$ cat src/rtl/cfgx_pkg.sv
package cfgx_pkg;

  localparam int unsigned DATA_W  = 32;
  localparam int unsigned BE_W    = DATA_W / 8;
  localparam int unsigned DWA_W   = 14;

  localparam logic [DWA_W-1:0] ADDR_PORT_DW = 14'h33E;
  localparam logic [DWA_W-1:0] DATA_PORT_DW = 14'h33F;

  localparam logic [3:0] CMD_CFG_RD = 4'b1010;
  localparam logic [3:0] CMD_CFG_WR = 4'b1011;

  // bits that the address register keeps; all others read as zero
  localparam logic [DATA_W-1:0] ADDR_KEEP_MASK = 32'h80FF_FFFC;
  localparam logic [DATA_W-1:0] ALL_ONES       = '1;

  typedef enum logic [1:0] {RT_NONE, RT_LOCAL, RT_FWD} route_e;

  typedef struct packed {
    logic [7:0] bus;
    logic [4:0] dev;
    logic [2:0] fn;
    logic [5:0] dw;
  } cfg_tgt_t;

  function automatic cfg_tgt_t unpack_tgt(input logic [DATA_W-1:0] r);
    cfg_tgt_t t;
    t.bus = r[23:16];
    t.dev = r[15:11];
    t.fn  = r[10:8];
    t.dw  = r[7:2];
    return t;
  endfunction

  function automatic logic [DATA_W-1:0] merge_bytes(input logic [DATA_W-1:0] old_v,
                                                    input logic [DATA_W-1:0] new_v,
                                                    input logic [BE_W-1:0]   be);
    logic [DATA_W-1:0] r;
    r = old_v;
    for (int i = 0; i < BE_W; i++) begin
      if (be[i]) r[8*i +: 8] = new_v[8*i +: 8];
    end
    return r;
  endfunction

  function automatic route_e pick_route(input cfg_tgt_t t, input logic [7:0] own,
                                        input logic [7:0] sub, input int unsigned slots);
    if (t.bus == own) begin
      if (32'(t.dev) < slots) return RT_LOCAL;
      return RT_NONE;
    end
    if (t.bus > own && t.bus <= sub) return RT_FWD;
    return RT_NONE;
  endfunction

  function automatic logic [DATA_W-1:0] local_ad(input cfg_tgt_t t);
    return {21'd0, t.fn, t.dw, 2'b00};
  endfunction

  function automatic logic [DATA_W-1:0] fwd_ad(input cfg_tgt_t t);
    return {8'd0, t.bus, t.dev, t.fn, t.dw, 2'b01};
  endfunction

endpackage

$ cat src/rtl/cfgx_addr_reg.sv
module cfgx_addr_reg
  import cfgx_pkg::*;
(
  input  logic              clk,
  input  logic              rst_n,
  input  logic              wr_en,
  input  logic [BE_W-1:0]   wr_be,
  input  logic [DATA_W-1:0] wr_data,
  output logic [DATA_W-1:0] addr_q
);

  always_ff @(posedge clk) begin
    if (!rst_n) begin
      addr_q <= '0;
    end else if (wr_en) begin
      addr_q <= merge_bytes(addr_q, wr_data, wr_be) & ADDR_KEEP_MASK;
    end
  end

  // the register changes only on an address-port write
  a_r1_hold_without_write: assert property (@(posedge clk) disable iff (!rst_n)
    !wr_en |=> $stable(addr_q));

endmodule

$ cat src/rtl/cfgx_route.sv
module cfgx_route
  import cfgx_pkg::*;
#(
  parameter int unsigned NUM_SLOTS = 21
) (
  input  cfg_tgt_t               tgt,
  input  logic [7:0]             own_bus,
  input  logic [7:0]             sub_bus,
  input  logic                   is_read,
  output route_e                 route,
  output logic [DATA_W-1:0]      ad_next,
  output logic [3:0]             cmd_next,
  output logic [NUM_SLOTS-1:0]   idsel_next
);

  always_comb begin
    route    = pick_route(tgt, own_bus, sub_bus, NUM_SLOTS);
    cmd_next = is_read ? CMD_CFG_RD : CMD_CFG_WR;
    case (route)
      RT_LOCAL: ad_next = local_ad(tgt);
      RT_FWD:   ad_next = fwd_ad(tgt);
      default:  ad_next = '0;
    endcase
  end

  for (genvar g = 0; g < NUM_SLOTS; g++) begin : g_idsel
    assign idsel_next[g] = (route == RT_LOCAL) && (tgt.dev == 5'(g));
  end

endmodule

$ cat src/rtl/cfgx_seq.sv
module cfgx_seq
  import cfgx_pkg::*;
#(
  parameter int unsigned NUM_SLOTS = 21
) (
  input  logic                  clk,
  input  logic                  rst_n,
  input  logic                  io_req,
  input  logic                  io_we,
  input  logic [DWA_W-1:0]      io_dwaddr,
  input  logic [BE_W-1:0]       io_be,
  input  logic [DATA_W-1:0]     addr_q,
  input  route_e                route,
  input  logic [DATA_W-1:0]     ad_next,
  input  logic [3:0]            cmd_next,
  input  logic [NUM_SLOTS-1:0]  idsel_next,
  input  logic                  bus_done,
  input  logic                  bus_claimed,
  input  logic [DATA_W-1:0]     bus_rdata,
  output logic                  addr_wr,
  output logic                  io_ready,
  output logic                  io_ack,
  output logic [DATA_W-1:0]     io_rdata,
  output logic                  io_pass,
  output logic                  bus_start,
  output logic                  bus_active,
  output logic [DATA_W-1:0]     bus_ad,
  output logic [3:0]            bus_cmd,
  output logic [BE_W-1:0]       bus_be,
  output logic [NUM_SLOTS-1:0]  bus_idsel
);

  typedef enum logic {ST_IDLE, ST_BUS} state_e;
  state_e state;
  logic   rd_q;

  logic accept, hit_addr, hit_data, cfg_on;

  assign io_ready   = (state == ST_IDLE);
  assign bus_active = (state == ST_BUS);
  assign accept     = io_req && io_ready;
  assign hit_addr   = (io_dwaddr == ADDR_PORT_DW);
  assign hit_data   = (io_dwaddr == DATA_PORT_DW);
  assign cfg_on     = addr_q[31];
  assign addr_wr    = accept && io_we && hit_addr;

  always_ff @(posedge clk) begin
    if (!rst_n) begin
      state     <= ST_IDLE;
      rd_q      <= 1'b0;
      io_ack    <= 1'b0;
      io_rdata  <= '0;
      io_pass   <= 1'b0;
      bus_start <= 1'b0;
      bus_ad    <= '0;
      bus_cmd   <= '0;
      bus_be    <= '0;
      bus_idsel <= '0;
    end else begin
      io_ack    <= 1'b0;
      io_pass   <= 1'b0;
      bus_start <= 1'b0;
      case (state)
        ST_IDLE: begin
          if (accept) begin
            if (hit_addr) begin
              io_ack   <= 1'b1;
              io_rdata <= io_we ? '0 : addr_q;
            end else if (hit_data && cfg_on) begin
              if (route == RT_NONE) begin
                io_ack   <= 1'b1;
                io_rdata <= io_we ? '0 : ALL_ONES;
              end else begin
                state     <= ST_BUS;
                bus_start <= 1'b1;
                bus_ad    <= ad_next;
                bus_cmd   <= cmd_next;
                bus_be    <= io_be;
                bus_idsel <= idsel_next;
                rd_q      <= !io_we;
              end
            end else begin
              io_pass <= 1'b1;
            end
          end
        end
        ST_BUS: begin
          if (bus_done) begin
            state     <= ST_IDLE;
            io_ack    <= 1'b1;
            io_rdata  <= !rd_q ? '0 : (bus_claimed ? bus_rdata : ALL_ONES);
            bus_ad    <= '0;
            bus_cmd   <= '0;
            bus_be    <= '0;
            bus_idsel <= '0;
          end
        end
        default: state <= ST_IDLE;
      endcase
    end
  end

  // a start is always the first cycle of an active bus cycle
  a_r3_start_in_cycle: assert property (@(posedge clk) disable iff (!rst_n)
    bus_start |-> bus_active);

  // start is a single-cycle pulse
  a_r4_start_pulse: assert property (@(posedge clk) disable iff (!rst_n)
    bus_start |=> !bus_start);

  // address phase held until completion
  a_r4_phase_held: assert property (@(posedge clk) disable iff (!rst_n)
    (bus_active && !bus_done) |=> ($stable(bus_ad) && $stable(bus_idsel) &&
                                   $stable(bus_cmd) && $stable(bus_be)));

  // local cycle drives exactly one select line
  a_r5_local_onehot: assert property (@(posedge clk) disable iff (!rst_n)
    (bus_active && bus_ad[1:0] == 2'b00) |-> ($countones(bus_idsel) == 1));

  // forwarded cycle drives no select line
  a_r5_fwd_no_select: assert property (@(posedge clk) disable iff (!rst_n)
    (bus_active && bus_ad[1:0] == 2'b01) |-> ($countones(bus_idsel) == 0));

  // unclaimed read returns all ones
  a_r8_abort_ones: assert property (@(posedge clk) disable iff (!rst_n)
    (bus_active && bus_done && !bus_claimed && bus_cmd == CMD_CFG_RD) |=>
      (io_ack && io_rdata == ALL_ONES));

  // a passed-on access neither acknowledges nor starts a cycle
  a_r9_pass_quiet: assert property (@(posedge clk) disable iff (!rst_n)
    io_pass |-> (!io_ack && !bus_start && !bus_active));

endmodule

$ cat src/rtl/cfg_port_xlate.sv
module cfg_port_xlate
  import cfgx_pkg::*;
#(
  parameter int unsigned NUM_SLOTS = 21
) (
  input  logic                  clk,
  input  logic                  rst_n,
  input  logic                  io_req,
  input  logic                  io_we,
  input  logic [13:0]           io_dwaddr,
  input  logic [3:0]            io_be,
  input  logic [31:0]           io_wdata,
  output logic                  io_ready,
  output logic                  io_ack,
  output logic [31:0]           io_rdata,
  output logic                  io_pass,
  input  logic [7:0]            own_bus,
  input  logic [7:0]            sub_bus,
  output logic                  bus_start,
  output logic                  bus_active,
  output logic [31:0]           bus_ad,
  output logic [3:0]            bus_cmd,
  output logic [3:0]            bus_be,
  output logic [NUM_SLOTS-1:0]  bus_idsel,
  input  logic                  bus_done,
  input  logic                  bus_claimed,
  input  logic [31:0]           bus_rdata
);

  logic [DATA_W-1:0]     addr_q;
  logic                  addr_wr;
  cfg_tgt_t              tgt;
  route_e                route;
  logic [DATA_W-1:0]     ad_next;
  logic [3:0]            cmd_next;
  logic [NUM_SLOTS-1:0]  idsel_next;

  assign tgt = unpack_tgt(addr_q);

  cfgx_addr_reg u_areg (
    .clk     (clk),
    .rst_n   (rst_n),
    .wr_en   (addr_wr),
    .wr_be   (io_be),
    .wr_data (io_wdata),
    .addr_q  (addr_q)
  );

  cfgx_route #(.NUM_SLOTS(NUM_SLOTS)) u_route (
    .tgt        (tgt),
    .own_bus    (own_bus),
    .sub_bus    (sub_bus),
    .is_read    (!io_we),
    .route      (route),
    .ad_next    (ad_next),
    .cmd_next   (cmd_next),
    .idsel_next (idsel_next)
  );

  cfgx_seq #(.NUM_SLOTS(NUM_SLOTS)) u_seq (
    .clk         (clk),
    .rst_n       (rst_n),
    .io_req      (io_req),
    .io_we       (io_we),
    .io_dwaddr   (io_dwaddr),
    .io_be       (io_be),
    .addr_q      (addr_q),
    .route       (route),
    .ad_next     (ad_next),
    .cmd_next    (cmd_next),
    .idsel_next  (idsel_next),
    .bus_done    (bus_done),
    .bus_claimed (bus_claimed),
    .bus_rdata   (bus_rdata),
    .addr_wr     (addr_wr),
    .io_ready    (io_ready),
    .io_ack      (io_ack),
    .io_rdata    (io_rdata),
    .io_pass     (io_pass),
    .bus_start   (bus_start),
    .bus_active  (bus_active),
    .bus_ad      (bus_ad),
    .bus_cmd     (bus_cmd),
    .bus_be      (bus_be),
    .bus_idsel   (bus_idsel)
  );

endmodule

$ cat config.mk
export PLATFORM = sky130hd
export DESIGN_NAME = cfg_port_xlate
export DESIGN_NICKNAME = d
export VERILOG_FILES = /design/src/rtl/cfgx_pkg.sv /design/src/rtl/cfgx_addr_reg.sv /design/src/rtl/cfgx_route.sv /design/src/rtl/cfgx_seq.sv /design/src/rtl/cfg_port_xlate.sv
export SDC_FILE = /design/constraint.sdc
export NUM_CORES = 1
export LEC_CHECK = 0
export CORE_MARGIN = 2
export CORE_UTILIZATION = 40
export DETAILED_ROUTE_END_ITERATION = 8
export PLACE_DENSITY = 0.74
export SETUP_SLACK_MARGIN = 0.02
export SYNTH_ARGS = -nofsm -noshare
export SYNTH_HDL_FRONTEND = slang
export SYNTH_SLANG_ARGS = --single-unit
$ cat constraint.sdc
create_clock -name clk -period 3.47 [get_ports clk]
set_clock_uncertainty 0.2 [all_clocks]
set_input_delay 0.347 -clock clk [delete_from_list [all_inputs] [get_ports clk]]
set_output_delay 0.347 -clock clk [all_outputs]
set_load 0.01 [all_outputs]
Word level (Yosys, flattened, before mapping)
Index checks and enable logic that the tools add are counted.
Widths: inputs -> output; s select.

operators by class
  $lt $le $gt $ge = 3
  bitwise gates (word level) = 5
  multiply operators = 0
  equal/unequal tests = 32
  divide/modulo/power cells = 0
  reduce and logical (&&, ||, !) cells = 38
  multiplexer cells = 59
  $add $sub $neg = 0
  shifts and indexed selects = 0

operators with widths
  kind                  number
  $mux 32               14
  $pmux 32 s2           2
  $mux 21               5
  $pmux 24 s2           1
  $pmux 21 s2           1
  $eq 5x4->1 const B    8
  $mux 4                9
  $eq 14x10->1 const B  2
  $logic_and 1x1->1     26
  $eq 5x5->1 const B    5
  $eq 5x3->1 const B    4
  $mux 1                17
  $pmux 4 s2            2
  $mux 2                6
  $eq 5x2->1 const B    2
  $ne 2x2->1 const B    5
  $reduce_and 5->1      2
  $eq 8x8->1            1
  $gt 8x8->1            1
  $le 8x8->1            1
  $reduce_and 2->1      4
  $ne 3x3->1 const B    2
  $eq 5x1->1 const B    1
  $logic_not 5->1       1
  10 further kinds      15

storage, ports and cells
  output and inout port bits = 98
  bits in latches = 0
  bits of input ports = 104
  register bits = 121
  memory bits (writable) = 0
  ROM bits = 0
  logic and storage cells = 151
  memories kept = 0

Logic depth before layout (Yosys ltp)
  depth in word-level cells = 15
  depth in mapped cells = 11
  depth with buffers taken out = 9

Hierarchy
Synthesis repeated with hierarchy kept, for this count alone.

second synthesis, totals
  cell total of the unflattened synthesis = 845
  area, all modules = 6657.6 um^2

by module, submodules not included
  module          area each (um^2)  sequential area each (um^2)  times used  cells an instance
  cfgx_seq        4665.7            1961.9                       1           584
  cfgx_addr_reg   1076.0            460.4                        1           118
  cfgx_route      912.1             0.0                          1           142
  cfg_port_xlate  3.8               0.0                          1           1

Worst setup path before layout
Ideal clock, no wire load.

  path type = input port to flip-flop
  start = in own_bus[7]
  end = reg u_seq.io_rdata[12]
  path slack = 772 ps
  stages on the path = 11
  data required time = 3154 ps
  path buffers = 2
  arrival = 2382 ps
  library setup time = 116 ps
  cells stage by stage = inv_1 > ha_1 > nand4_1 > or3_1 > buf_2 > nor2b_1 > a22o_1 > a21oi_4 > a31oi_4 > buf_6 > o211a_1

between the ends
  longest elaborated chain between the ends = 9
  elaborated cells between the ends (all ways) = 12
  those cells by class = 1 x order compare; 2 x eq/ne; 6 x mux; 3 x reduce/logical

RTL lines
  what                            line                  text
  start, declared                 cfg_port_xlate.sv:17  input logic [7:0] own_bus,
  $gt 8x8->1                      cfgx_pkg.sv:52        if (t.bus > own && t.bus <= sub) return RT_FWD;
  $logic_and 1x1->1               cfgx_pkg.sv:52
  $mux 1 (2 in series)            cfgx_pkg.sv:52
  $mux 2                          cfgx_pkg.sv:53        return RT_NONE;
  $mux 2 (*)                      cfgx_pkg.sv:52
  $logic_not 2->1 (*)             cfgx_seq.sv:70        if (route == RT_NONE) begin
  $ne 3x3->1 (no line) (*)        n/a
  $reduce_and 4->1 (no line) (*)  n/a
  end signal, assigned            cfgx_seq.sv:68        io_rdata <= io_we ? '0 : addr_q;
  end signal, assigned            cfgx_seq.sv:72        io_rdata <= io_we ? '0 : ALL_ONES;
  end signal, assigned            cfgx_seq.sv:91        io_rdata <= !rd_q ? '0 : (bus_claimed ? bus_rdata : ALL_ONES);
  end, declared                   cfgx_seq.sv:23        output logic [DATA_W-1:0] io_rdata,

Every way passes the cells marked *; elsewhere a longest branch is shown, timed or not. The select of a mux whose other input is x is not followed.
A chain may end at the register's enable or synchronous reset.

Worst setup path in the final report
  start = in own_bus[5]
  end = reg u_seq.io_rdata[24]

Same word-level chain as after synthesis.

==> results.py <==
metrics = {
    "detailed_routing": {
        "detail_route.first_pass.iterations": 5,
        "wl_per_cell_um": 16.3,
        "drc": 0,
        "drt-total-wl_mm": 15.4,
        "final_antenna_net_count": 0,
        "via_count": 4863,
        "vias_per_cell": 5.15,
        "first_iter_violations": 317,
    },
    "logic_synthesis": {
        "synth_cell_types": 46,
        "yosysTopAreaCell": "dfxtp_1",
        "yosys_warnings": 0,
        "synth_top_cells_by_count": "nand2_1, dfxtp_1, o21ai_0, nor2b_1, clkbuf_1",
        "synth-async-reset-ratio": 0,
        "netlist.area_leader.share": 0.426,
        "ys_seq_elements": 110,
        "syn_avg_cell_area_sq_um": 8.50,
        "ys_seq_area_frac": 0.426,
        "syn_area_sq_um": 5170,
        "synth_ff_type": "dfxtp_1",
        "netlist_top_cells_area": "dfxtp_1, nand2_1, o211a_1, nor2b_1, ha_1",
        "synth_edf_count": 0,
        "synth_most_common_cell": "nand2_1",
        "synthCells": 608,
    },
    "cells_and_area": {
        "stdcell_area_sq_um": 7360,
        "diodes": 0,
        "drive_gt1_frac": 0.0492,
        "fin_util": 0.583,
        "area.growth.synth_to_final_pct": 42.5,
        "layout.nets": 888,
        "fillers": 1162,
    },
    "sta": {
        "holdWs_ns": 0.260,
        "finalMaxSlewViolations": 0,
        "fmax_mhz": 317,
        "timing.setup.tns_ns": 0,
        "worst_pin_slew_ns": 1.08,
        "period_needed_ns": 3.15,
        "setup_violations": 0,
        "finalHoldViolations": 0,
        "slew_headroom": 0.279,
        "rsz0062_at_grt": "false",
        "period_share": 0.909,
    },
    "power": {
        "swShare": 0.217,
        "p_clk_frac": 0.419,
        "power_density_nw_per_um2": 341,
        "power.internal_mw": 1.97,
        "power.switching_mw": 0.546,
        "p_leak_nw": 3.06,
        "power_frac_comb": 0.079,
        "p_seq_frac": 0.503,
        "max-vdd-ir-drop_mv": 0.245,
        "p_total_mw": 2.51,
    },
    "global_route": {
        "grt_max_degree": 46,
        "grtUsageTotal": 0.214,
        "grt_pass1_wl_mm": 24.0,
        "antenna_found_initial": 0,
        "grt_overflow": 0,
        "grt_pass1_vias": 4802,
    },
    "critical_path": {
        "worstSetupEndpointType": "flop",
        "crit_path_start": "own_bus[5]",
        "start_kind": "input port",
        "cp.arrival_ns": 3.25,
        "r2r_start": "u_areg.addr_q[23]$_SDFFE_PN0P_",
        "crit_path_max_fanout": 32,
        "cp_data_required_time_ns": 3.57,
        "crit_type": "input port to flop",
    },
    "run": {
        "cap_violations": 0,
    },
    "floorplanning": {
        "die_w_um": 118,
        "dieArea_sq_um": 13800,
        "die_h_um": 118,
        "io_pins": 202,
        "core.rowCount": 41,
        "initial_utilization": 0.409,
        "core_area_sq_um": 12600,
    },
    "cts": {
        "ctsHoldBuffers": 0,
        "worstSkewPairLatency_ns": 0.35,
        "clock-root-buffer": "clkbuf_16",
        "path_clk_slew_ns": 0.07,
        "htreeDepth": 3,
        "clock-sinks": 110,
        "cts_resized": 0,
        "cts_buffers": 9,
        "clockBufferDepth": 2,
        "cts_setup_buffers": 0,
        "cts_tree": "built",
    },
    "place": {
        "place_congestion": 0.845,
        "post_dp_cell_area_sq_um": 7060,
        "port_buffers": 182,
        "hpwlAfterDp_mm": 11.4,
    },
    "run_status": {
        "status": "finished, final reports clean",
    },
    "worst_hold_path": {
        "hp-class": "flop to flop",
        "hp-start": "u_seq.bus_idsel[15]$_SDFFE_PN0P_",
    },
}
## registers in the layout, indices dropped and copies added (netlist names)
name,flops
u_seq.bus_ad,23
u_seq.bus_idsel,21
u_seq.rd_q,1
u_seq.bus_cmd,2
u_seq.bus_active,1
u_seq.io_rdata,32
u_seq.io_pass,1
u_seq.bus_be,4
u_seq.bus_start,1
u_seq.io_ack,1
u_areg.addr_q,23
## stage by stage
step                std cells  setup WS (ns)
global placement          929         0.0750
finish                    945          0.315
detailed placement        929        -0.0376
global route              945          0.165
floorplan                 617          0.772
CTS                       945          0.329
## per-layer routing
layer  share of wire  up-vias  global-route usage
met5               0        -                   0
met4           0.019        0              0.0693
met3           0.059       20              0.0552
met2            0.47      155               0.363
met1            0.45     2287               0.265
li1                -     2401                   -
## kinds of logic after synthesis
family,count (synthesis),synth area share
buffers and inverters,80,0.0731
other,1,0.000726
adder cells (fa/ha/maj),16,0.0387
multiplexers,6,0.0116
AO/OA/AOI/OAI,160,0.234
AND/OR/NAND/NOR,235,0.216
flip-flops,110,0.426
## worst max-delay path, cell delays in order
cell and delay, ns:
clkdlybuf4s50_1 0.46, inv_1 0.05, ha_1 0.29, nand4_1 0.13, or3_1 0.44, nor2b_1 0.30, a21oi_4 0.08, a31oi_4 0.81
o221a_2 0.33
## layout make-up
cell class                 instances  area, sq um  share of cell area
clock buffer                      12          246              0.0335
clock inverter                     4         55.1             0.00748
inverter                          27          101              0.0138
multi-input combinational        427         2630               0.357
sequential                       110         2200               0.299
tap                              172          215              0.0292
timing repair buffer             193         1910               0.260
## path summary, 6_finish.rpt
| kind | endpoint | slack, ns | cells after the start |
|---|---|---|---|
| worst max-delay path | u_seq.io_rdata[24]$_SDFFE_PN0P_ | 0.32 | 9 |
| worst min-delay path | u_seq.bus_idsel[15]$_SDFFE_PN0P_ | 0.26 | 1 |
| worst max register to register | u_seq.io_rdata[24]$_SDFFE_PN0P_ | 0.38 | 7 |
| worst min register to register | u_seq.bus_idsel[15]$_SDFFE_PN0P_ | 0.26 | 1 |
## cells in the final DEF (no fill, tap or decap), types with 6 or more instances in the layout
cell,synthesis,final
clkbuf_16,0,9
o211a_1,23,23
a22o_1,15,15
nor2b_1,33,33
clkdlybuf4s50_1,0,181
ha_1,16,16
inv_1,27,27
o21ai_0,34,33
o2bb2ai_1,17,17
a21boi_0,17,17
nand3_1,21,21
nor2_1,29,29
a21oi_1,19,19
o22ai_1,14,14
conb_1,1,10
nand2_1,120,120
buf_4,12,10
o221a_1,7,7
dfxtp_1,110,110
mux2i_1,6,6
## power by group through the flow
stage / clock [mW] / combinational, mW / sequential, mW
after floorplan: 0 / 0.0738 / 1.29
after global placement: 0 / 0.192 / 1.29
after detailed placement: 0 / 0.196 / 1.29
after CTS: 1.07 / 0.197 / 1.26
after global routing: 1.12 / 0.212 / 1.26
final: 1.05 / 0.197 / 1.26
No activity file was read; power rests on OpenSTA's default activity.
